[src/rtl/intc_pkg.sv]
package intc_pkg;
    typedef enum logic {
        CLS_ARMED = 1'b0,
        CLS_FIRED = 1'b1
    } cls_state_e;

    localparam int NUM_CLASSES = 2;
    localparam int CLS_NORM    = 0;
    localparam int CLS_FAST    = 1;

    localparam logic [7:0] OFS_PEND  = 8'h00;
    localparam logic [7:0] OFS_MASK  = 8'h04;
    localparam logic [7:0] OFS_ACT_N = 8'h10;
    localparam logic [7:0] OFS_ACT_F = 8'h14;
    localparam logic [7:0] OFS_REARM = 8'h18;
    localparam logic [7:0] OFS_CFG0  = 8'h1C;
    localparam logic [7:0] OFS_SWT   = 8'h9C;
endpackage

[src/rtl/intc_pend.sv]
module intc_pend #(
    parameter int NUM_LINES = 32,
    parameter int ID_W      = $clog2(NUM_LINES)
) (
    input  logic                 clk,
    input  logic                 rst_n,
    input  logic [NUM_LINES-1:0] line_i,
    input  logic [NUM_LINES-1:0] level_i,
    input  logic                 wr_i,
    input  logic [NUM_LINES-1:0] wdata_i,
    input  logic                 ack_i,
    input  logic [ID_W-1:0]      ack_line_i,
    input  logic                 swt_i,
    input  logic [NUM_LINES-1:0] swt_vec_i,
    output logic [NUM_LINES-1:0] pend_o
);
    logic [NUM_LINES-1:0] in_q;
    logic [NUM_LINES-1:0] pend_q;
    logic [NUM_LINES-1:0] rise, fall, sw_hit, ack_vec, set_v, clr_v;

    always_comb begin
        rise    = line_i & ~in_q;
        fall    = ~line_i & in_q;
        sw_hit  = swt_i ? (swt_vec_i & (~swt_vec_i + NUM_LINES'(1))) : '0;
        ack_vec = ack_i ? (NUM_LINES'(1) << ack_line_i) : '0;
        set_v   = (level_i & line_i) | (~level_i & rise) | sw_hit;
        clr_v   = (wr_i ? (~wdata_i & ~(level_i & line_i)) : '0)
                | (ack_vec & ~level_i)
                | (level_i & fall);
    end

    always_ff @(posedge clk) begin
        if (!rst_n) begin
            in_q   <= '0;
            pend_q <= '0;
        end else begin
            in_q   <= line_i;
            pend_q <= (pend_q & ~clr_v) | set_v;
        end
    end

    assign pend_o = pend_q;

    for (genvar g = 0; g < NUM_LINES; g++) begin : g_chk
        assert_edge_capture_R3: assert property (@(posedge clk) disable iff (!rst_n)
            (line_i[g] && !in_q[g] && !level_i[g]) |=> pend_o[g]);
        assert_level_drop_R4: assert property (@(posedge clk) disable iff (!rst_n)
            (level_i[g] && in_q[g] && !line_i[g] && !sw_hit[g]) |=> !pend_o[g]);
    end
endmodule

[src/rtl/intc_pick.sv]
module intc_pick #(
    parameter int NUM_LINES = 32,
    parameter int PRIO_W    = 5,
    parameter int ID_W      = $clog2(NUM_LINES)
) (
    input  logic [NUM_LINES-1:0]             cand_i,
    input  logic [NUM_LINES-1:0][PRIO_W-1:0] prio_i,
    output logic                             any_o,
    output logic [ID_W-1:0]                  win_o
);
    logic [PRIO_W-1:0] best;

    always_comb begin
        any_o = 1'b0;
        win_o = '0;
        best  = '1;
        for (int i = 0; i < NUM_LINES; i++) begin
            if (cand_i[i] && (prio_i[i] <= best)) begin
                best  = prio_i[i];
                win_o = ID_W'(i);
                any_o = 1'b1;
            end
        end
    end
endmodule

[src/rtl/intc_class.sv]
module intc_class
    import intc_pkg::*;
#(
    parameter int ID_W = 5
) (
    input  logic            clk,
    input  logic            rst_n,
    input  logic            cand_any_i,
    input  logic [ID_W-1:0] win_i,
    input  logic            rearm_i,
    output logic            irq_o,
    output logic [ID_W-1:0] act_o
);
    cls_state_e state_q, state_d;
    logic [ID_W-1:0] act_q;

    always_comb begin
        state_d = state_q;
        unique case (state_q)
            CLS_ARMED: if (cand_any_i) state_d = CLS_FIRED;
            CLS_FIRED: if (rearm_i)    state_d = CLS_ARMED;
        endcase
    end

    always_ff @(posedge clk) begin
        if (!rst_n) state_q <= CLS_ARMED;
        else        state_q <= state_d;
    end

    always_ff @(posedge clk) begin
        if (!rst_n) begin
            act_q <= '0;
        end else if (state_q == CLS_ARMED && cand_any_i) begin
            act_q <= win_i;
        end
    end

    assign irq_o = (state_q == CLS_FIRED);
    assign act_o = act_q;

    assert_fire_needs_cand_R6: assert property (@(posedge clk) disable iff (!rst_n)
        $rose(irq_o) |-> $past(cand_any_i));
    assert_fire_latches_win_R6: assert property (@(posedge clk) disable iff (!rst_n)
        $rose(irq_o) |-> act_o == $past(win_i));
    assert_hold_until_rearm_R8: assert property (@(posedge clk) disable iff (!rst_n)
        (irq_o && !rearm_i) |=> irq_o);
    assert_drop_by_rearm_R8: assert property (@(posedge clk) disable iff (!rst_n)
        $fell(irq_o) |-> $past(rearm_i));
endmodule

[src/rtl/pri_intc.sv]
module pri_intc
    import intc_pkg::*;
#(
    parameter int NUM_LINES  = 32,
    parameter int PRIO_W     = 5,
    parameter bit LEVEL_ONLY = 1'b0
) (
    input  logic                 clk,
    input  logic                 rst_n,
    input  logic                 bus_sel,
    input  logic                 bus_we,
    input  logic [7:0]           bus_addr,
    input  logic [31:0]          bus_wdata,
    output logic [31:0]          bus_rdata,
    input  logic [NUM_LINES-1:0] irq_in,
    output logic                 irq_norm_o,
    output logic                 irq_fast_o
);
    localparam int ID_W    = $clog2(NUM_LINES);
    localparam int CFG_END = 28 + 4 * NUM_LINES;

    logic [NUM_LINES-1:0]             mask_q, fast_q, sens, pend;
    logic [NUM_LINES-1:0][PRIO_W-1:0] prio_q;
    logic [31:0]                      rd_val, rdata_q;
    logic                             wr_en, rd_en, cfg_hit;
    logic [ID_W-1:0]                  cfg_idx;
    logic [NUM_CLASSES-1:0]           rearm, cls_any, cls_irq;
    logic [NUM_CLASSES-1:0][ID_W-1:0] cls_win, cls_act;
    logic [NUM_CLASSES-1:0][NUM_LINES-1:0] cls_cand;
    logic                             ack;
    logic [ID_W-1:0]                  ack_line;

    assign wr_en   = bus_sel && bus_we;
    assign rd_en   = bus_sel && !bus_we;
    assign cfg_hit = (int'(bus_addr) >= int'(OFS_CFG0)) && (int'(bus_addr) < CFG_END)
                     && (bus_addr[1:0] == 2'b00);
    assign cfg_idx = ID_W'((bus_addr - OFS_CFG0) >> 2);

    always_ff @(posedge clk) begin
        if (!rst_n) begin
            mask_q <= '1;
            fast_q <= '0;
            prio_q <= '0;
        end else if (wr_en) begin
            if (bus_addr == OFS_MASK) mask_q <= bus_wdata[NUM_LINES-1:0];
            if (cfg_hit) begin
                prio_q[cfg_idx] <= bus_wdata[PRIO_W+1:2];
                fast_q[cfg_idx] <= bus_wdata[0];
            end
        end
    end

    if (LEVEL_ONLY) begin : g_sens_fixed
        assign sens = '1;
    end else begin : g_sens_reg
        logic [NUM_LINES-1:0] sens_q;
        always_ff @(posedge clk) begin
            if (!rst_n)                sens_q <= '0;
            else if (wr_en && cfg_hit) sens_q[cfg_idx] <= bus_wdata[1];
        end
        assign sens = sens_q;
    end

    assign rearm[CLS_NORM] = wr_en && (bus_addr == OFS_REARM) && bus_wdata[0];
    assign rearm[CLS_FAST] = wr_en && (bus_addr == OFS_REARM) && bus_wdata[1];

    always_comb begin
        ack      = 1'b0;
        ack_line = '0;
        if (rd_en && bus_addr == OFS_ACT_N) begin
            ack      = 1'b1;
            ack_line = cls_act[CLS_NORM];
        end else if (rd_en && bus_addr == OFS_ACT_F) begin
            ack      = 1'b1;
            ack_line = cls_act[CLS_FAST];
        end
    end

    intc_pend #(.NUM_LINES(NUM_LINES), .ID_W(ID_W)) u_pend (
        .clk        (clk),
        .rst_n      (rst_n),
        .line_i     (irq_in),
        .level_i    (sens),
        .wr_i       (wr_en && bus_addr == OFS_PEND),
        .wdata_i    (bus_wdata[NUM_LINES-1:0]),
        .ack_i      (ack),
        .ack_line_i (ack_line),
        .swt_i      (wr_en && bus_addr == OFS_SWT),
        .swt_vec_i  (bus_wdata[NUM_LINES-1:0]),
        .pend_o     (pend)
    );

    for (genvar c = 0; c < NUM_CLASSES; c++) begin : g_cls
        assign cls_cand[c] = pend & ~mask_q & ((c == CLS_FAST) ? fast_q : ~fast_q);

        intc_pick #(.NUM_LINES(NUM_LINES), .PRIO_W(PRIO_W), .ID_W(ID_W)) u_pick (
            .cand_i (cls_cand[c]),
            .prio_i (prio_q),
            .any_o  (cls_any[c]),
            .win_o  (cls_win[c])
        );

        intc_class #(.ID_W(ID_W)) u_fsm (
            .clk        (clk),
            .rst_n      (rst_n),
            .cand_any_i (cls_any[c]),
            .win_i      (cls_win[c]),
            .rearm_i    (rearm[c]),
            .irq_o      (cls_irq[c]),
            .act_o      (cls_act[c])
        );
    end

    always_comb begin
        rd_val = '0;
        if (cfg_hit) begin
            rd_val = 32'({prio_q[cfg_idx], sens[cfg_idx], fast_q[cfg_idx]});
        end else begin
            unique case (bus_addr)
                OFS_PEND:  rd_val = 32'(pend);
                OFS_MASK:  rd_val = 32'(mask_q);
                OFS_ACT_N: rd_val = 32'(cls_act[CLS_NORM]);
                OFS_ACT_F: rd_val = 32'(cls_act[CLS_FAST]);
                default:   rd_val = '0;
            endcase
        end
    end

    always_ff @(posedge clk) begin
        if (!rst_n)     rdata_q <= '0;
        else if (rd_en) rdata_q <= rd_val;
    end

    assign bus_rdata  = rdata_q;
    assign irq_norm_o = cls_irq[CLS_NORM];
    assign irq_fast_o = cls_irq[CLS_FAST];

    assert_masked_silent_R9: assert property (@(posedge clk) disable iff (!rst_n)
        $rose(irq_norm_o) |-> !$past(mask_q[cls_win[CLS_NORM]]));
    assert_class_route_R6: assert property (@(posedge clk) disable iff (!rst_n)
        $rose(irq_fast_o) |-> $past(fast_q[cls_win[CLS_FAST]]));
endmodule

[config.mk]
export PLATFORM = sky130hd
export DESIGN_NAME = pri_intc
export DESIGN_NICKNAME = d
export VERILOG_FILES = /design/src/rtl/intc_pkg.sv /design/src/rtl/intc_pend.sv /design/src/rtl/intc_pick.sv /design/src/rtl/intc_class.sv /design/src/rtl/pri_intc.sv
export SDC_FILE = /design/constraint.sdc
export NUM_CORES = 2
export LEC_CHECK = 0
export ABC_AREA = 1
export BUFFER_PORTS_ARGS = -buffer_cell sky130_fd_sc_hd__buf_2
export CAP_MARGIN = 20
export CORE_MARGIN = 3
export CORE_UTILIZATION = 64
export CTS_CLUSTER_DIAMETER = 50
export DETAILED_ROUTE_END_ITERATION = 7
export GPL_TIMING_DRIVEN = 1
export HOLD_SLACK_MARGIN = 0.03
export PLACE_DENSITY_LB_ADDON = 0.05
export SYNTH_ARGS = -nofsm -noshare
export SYNTH_HDL_FRONTEND = slang
export SYNTH_HIERARCHICAL = 1
export SYNTH_SLANG_ARGS = --single-unit
[constraint.sdc]
create_clock -name clk -period 56.2 [get_ports clk]
set_clock_uncertainty 0.2 [all_clocks]
set_input_delay 16.86 -clock clk [delete_from_list [all_inputs] [get_ports clk]]
set_output_delay 16.86 -clock clk [all_outputs]
set_load 0.02 [all_outputs]
== Word-level counts from Yosys, hierarchy flattened ==
Cells that the tools add are included.

* Register bits: 364
* Bits in latches: 0
* Memory bits (writable): 0
* ROM bits: 0
* Input port bits: 76
* Output and inout port bits: 34
* Memories: 0

* Add/subtract/negate cells: 2
* Multiply operators: 0
* Div/mod/pow operators: 0
* Order comparisons: 67
* Equality and inequality tests: 5
* Shifts and indexed selects: 1
* Muxes and demuxes: 216
* Bitwise operators: 27
* Reductions and logical operators: 84

{| class="wikitable"
|+ Operators with widths
! operator !! count
|-
| two-way mux 5 bit || 98
|-
| bitwise AND 32 bit || 12
|-
| <= comparator 5 bit || 62
|-
| inverter 32 bit || 8
|-
| bitwise mux 160 bit || 1
|-
| bitwise OR 32 bit || 5
|-
| two-way mux 32 bit || 4
|-
| case mux 32 bit (4 select lines) || 1
|-
| logical AND 1 bit || 79
|-
| two-way mux 1 bit || 75
|-
| bitwise mux 32 bit || 2
|-
| two-way mux 4 bit || 16
|-
| adder 32 x 1 -> 32 bit (second input constant) || 1
|-
| << shifter 1 x 5 -> 32 bit (first input constant) || 1
|-
| binary-select mux 5 bit (select 5 bit) || 1
|-
| demux 5 bit (select 5 bit) || 1
|-
| == test 8 x 5 -> 1 bit (second input constant) || 3
|-
| two-way mux 3 bit || 8
|-
| binary-select mux 1 bit (select 5 bit) || 2
|-
| == test 8 x 3 -> 1 bit (second input constant) || 1
|-
| == test 8 bit (second input constant) || 1
|-
| >= comparator 8 x 5 -> 1 bit (second input constant) || 1
|-
| zero test 8 bit || 1
|-
| less-than comparator 8 bit (second input constant) || 1
|-
| 11 further kinds || 17
|}

== Depth between registers and ports, before layout ==
* Word-level depth: 100
* Depth in mapped cells: 373
* Mapped depth without buffers: 343

== Cells and area by module ==
The synthesis kept the hierarchy.

{| class="wikitable"
|+ Modules (own cells, without submodules)
! module !! instances !! cells each !! area each (µm²) !! seq. area each (µm²)
|-
| pri_intc || 1 || 2185 || 14109.8 || 5765.5
|-
| intc_pick (g_cls[1].u_pick) || 1 || 1209 || 6795.3 || 0.0
|-
| intc_pick (g_cls[0].u_pick) || 1 || 1202 || 6769.0 || 0.0
|-
| intc_pend || 1 || 588 || 3627.2 || 1281.2
|-
| intc_class || 2 || 38 || 252.7 || 120.1
|}

== Least setup slack after synthesis ==
OpenSTA, ideal clock, no wires.

* Path type: register -> register
* Start: register fast_q[0]
* End: register g_cls[1].u_fsm.act_q[0]
* Setup time: 113 ps
* Data arrival time: 40305 ps
* Data required time: 55887 ps
* Setup slack: 15582 ps
* Stages on the path, launching flop included: 347
* Buffers on the path: 30
* Clock period less this slack: 40618 ps
* Path through: dfxtp_1 -> inv_1 -> nor3_1 -> inv_1 -> nor2_1 -> ha_1 -> a21oi_1 -> nor2_1 -> nor2_1 -> nand2_1 -> nand2_2 -> nand2_2 -> buf_4 -> o21ai_0 -> ha_1 -> nand2_1 -> inv_1 -> a221oi_1 -> [... 311 more ...] -> nor2_1 -> o22ai_1 -> nand2_1 -> buf_4 -> or2_2 -> nand2_1 -> ha_1 -> nand4_1 -> o221ai_1 -> o21ai_0 -> nand2_1 -> nand2_1 -> nor3_1 -> nand3_1 -> inv_2 -> nor2_2 -> nor2_1 -> nor2_1

{| class="wikitable"
|+ RTL lines
! element !! RTL line !! source
|-
| from (decl) || pri_intc.sv:22 || <nowiki>logic [NUM_LINES-1:0] mask_q, fast_q, sens, pend;</nowiki>
|-
| from (signal, indexed assignment) || pri_intc.sv:48 || <nowiki>fast_q[cfg_idx] <= bus_wdata[0];</nowiki>
|-
| to (signal assigned) || intc_class.sv:34 || <nowiki>act_q <= win_i;</nowiki>
|-
| to (decl) || intc_class.sv:15 || <nowiki>logic [ID_W-1:0] act_q;</nowiki>
|}

==> metrics.md <==
| Metric | Value |
|---|---|
| R2r setup slk | 10.36 ns |
| Synth Register Bits | 364 |
| CTS tree | yes |
| CTS Hold Bufs | 0 |
| Remaining antenna violation count | 0 |
| Vias in the first global route | 31409 |
| Fin crit share | 0.816 |
| Adder-cell share of the synthesized area | 0.101 |
| Initial antenna violation count | 6 |
| Dpl cells | 5866 |
| HP Class | register to register |
| Post-synthesis mux area share | 0 |
| # IOs | 110 |
| Peak VDD IR | 0.0241 mV |
| R2r startpoint | u_pend/pend_o[0] |
| WL/cell | 19.0 µm |
| Final WS setup | 10.36 ns |
| Cells after Synth | 5260 |
| Crit path DAT | 46.18 ns |
| Setup fix buffers added after clock tree synthesis | 0 |
| Post-synth EDFFs | 0 |
| First-pass GRT wire length | 175000 µm |
| TritonCTS Buffers | 55 |
| Iter 0 DRT Violations | 4471 |
| Most used cell, CP | nand2_1 |
| # rows | 81 |
| Synth top area cells | dfxtp_1 (23%), nand2_1 (14%), ha_1 (10%) |
| CTS max path bufs | 3 |
| P&R area growth vs syn | 7.45% |
| Synth cell types | 50 |
| Buffers on Ports | 109 |
| Post-Synth Simple-Gate Area | 0.393 |
| Seq/Total Area, Yosys | 0.229 |
| Crit end category | register |
| Clock sink count | 364 |
| Most frequent cells in the layout | nand2_1 (1218), inv_1 (732), nor2_1 (655), o21ai_0 (555), nand3_1 (482) |
| Final min period | 45.84 ns |
| P per Cell Area | 20.5 nW/µm² |
| Async set-reset flop share out of synthesis | 0 |
| Final setup fails | 0 |
| Crit-path max FO | 14 |
| Post-synthesis cell area | 31800 µm² |
| Syn. warnings | 6 |
| Hold Path Depth | 2 |
| Die W | 229 µm |
| Die H | 229 µm |
| Type of origin of the critical path | register |
| Die area | 52400 µm² |
| LEAKAGE | 17.5 nW |
| Post-route cell area | 34200 µm² |
| Predominant post-synthesis flop cell | dfxtp_1 |
| Fin cells | 5973 |
| DR DRC count | 0 |
| Clk_lat worst skew | 0.62 ns |
| Vias post-DR | 35339 |
| Largest net degree at the start of global routing | 115 |
| Post-synthesis xor/xnor area fraction | 0 |
| RSZ-0062 raised after global routing | false |
| CP peak stage delay | 0.44 ns |
| Critical path class | register to register |
| Pre-CTS setup slack | 11.32 ns |
| Area occupied by multi-input gates | 20400 µm² |
| Required @ worst endpoint | 56.54 ns |
| Final slew viol count | 0 |
| Mean Syn Cell Area | 6.05 µm² |
| Commonest non-fill, non-tap cell in the layout | nand2_1 |
| Endpoint, Worst Hold | bus_rdata[17] |
| Max Clock Freq | 21.8 MHz |
| Setup TNS | 0 ns |
| Vias per std cell | 5.92 |
| Initial core utilization | 0.648 |
| Syn Nets | 5593 |
| Post-detail-place hpwl | 81600 µm |
| Layout cell share with drive strength beyond 1 | 0.0897 |
| Yosys top cell area share | 0.229 |
| Worst-path clk slew | 0.06 ns |
| Status | finished, final reports clean |
| GRT Overall Usage | 0.415 |
| RD Place Congestion | 0.986 |
| Measured slew at the worst slew-check pin | 1.10 ns |
| Compound-gate portion of the synthesized area | 0.146 |
| Largest family of logic cells by synthesized area | simple AND/OR/NAND/NOR gates |
| Max Cap Viol | 0 |
| Fillcell total | 4684 |
| FF-to-FF End | g_cls[0].u_fsm/act_o[2] |
| Placed inst area | 32200 µm² |
| Fin util | 0.697 |
| HP Start | bus_rdata[17] |
| Reg2Reg Depth | 314 |
| Register Area | 7290 µm² |
| Root buf cell | clkbuf_16 |
| GR Overflow Total | 0 |
| Worst path slowest cell | nor3_1 |
| Post_cts resized | 0 |
| Max_slew headroom | 0.265 |
| CTS H-tree lvls | 2 |
| Core Box Area | 49100 µm² |
| Final hold vios | 0 |
| WL final | 113000 µm |
| DR pass1 iterations | 8 |
| Nets | 5592 |
| Synth area leader | dfxtp_1 |
## synthesized netlist by cell type (57+ instances only)
cell type	count
nand2_1	1218
inv_1	732
nor2_1	657
o21ai_0	555
nand3_1	482
dfxtp_1	364
ha_1	257
nand4_1	174
a21oi_1	147
nand2_2	113
clkbuf_1	101
nor3_1	63
a221oi_1	57
## metrics by stage
step | power, W | hold slack [ns]
3_3_place_gp | 0.000326 | 0.250
2_1_floorplan | 0.000302 | 0.247
5_1_grt | 0.000713 | 0.283
6_report | 0.000700 | 0.260
4_1_cts | 0.000696 | 0.261
3_5_place_dp | 0.000327 | 0.252
## state kept, by name, indices dropped and copies added, names as in the netlist
name / count
g_cls.u_fsm/act_o: 10
prio_q: 160
mask_q: 32
g_sens_reg.sens_q: 32
g_cls.u_fsm/irq_o: 2
bus_rdata: 32
u_pend/in_q: 32
u_pend/pend_o: 32
fast_q: 32
## final cells by class
class / count / area share
inverter: 782 / 0.0860
clock buffer: 68 / 0.0444
sequential: 364 / 0.213
clock inverter: 35 / 0.0134
timing repair buffer: 134 / 0.0218
multi-input combinational: 3922 / 0.597
antenna: 4 / 0.000293
tap: 664 / 0.0243
## worst max-delay path by stage
stage,start,endpoint,slack [ns],cells past startpoint
2_1_floorplan,fast_q[0],g_cls[1].u_fsm/act_o[0],15.58,346
3_3_place_gp,fast_q[0],g_cls[1].u_fsm/act_o[0],12.22,316
3_5_place_dp,u_pend/pend_o[0],g_cls[0].u_fsm/act_o[1],11.32,314
4_1_cts,u_pend/pend_o[0],g_cls[0].u_fsm/act_o[2],11.02,314
5_1_grt,u_pend/pend_o[0],g_cls[0].u_fsm/act_o[4],5.27,314
6_report,u_pend/pend_o[0],g_cls[0].u_fsm/act_o[2],10.36,314
## worst max-delay path: cells and delay by family (launching register included)
kind,cells,cell delay (ns)
buf+inv,59,2.92
flops,1,0.33
fa+ha+maj,31,9.30
compound gates,62,16.86
simple gates,162,16.03
## report_power, final
part           internal [W]  leakage [nW]  switching, W
Clock              0.000228         0.958      0.000146
Combinational     0.0000144          13.6     0.0000462
Sequential         0.000262          2.95    0.00000261
## routing by layer
layer  track usage  part of all wire
met3        0.0882              0.11
met1         0.556              0.41
met2         0.634              0.42
met5             0           0.00022
met4         0.202             0.053
## cells by family after synthesis
family	Yosys count
simple gates	2816
buf+inv	974
fa+ha+maj	257
flops	364
compound gates	849
No activity file was read; power rests on OpenSTA's default activity.
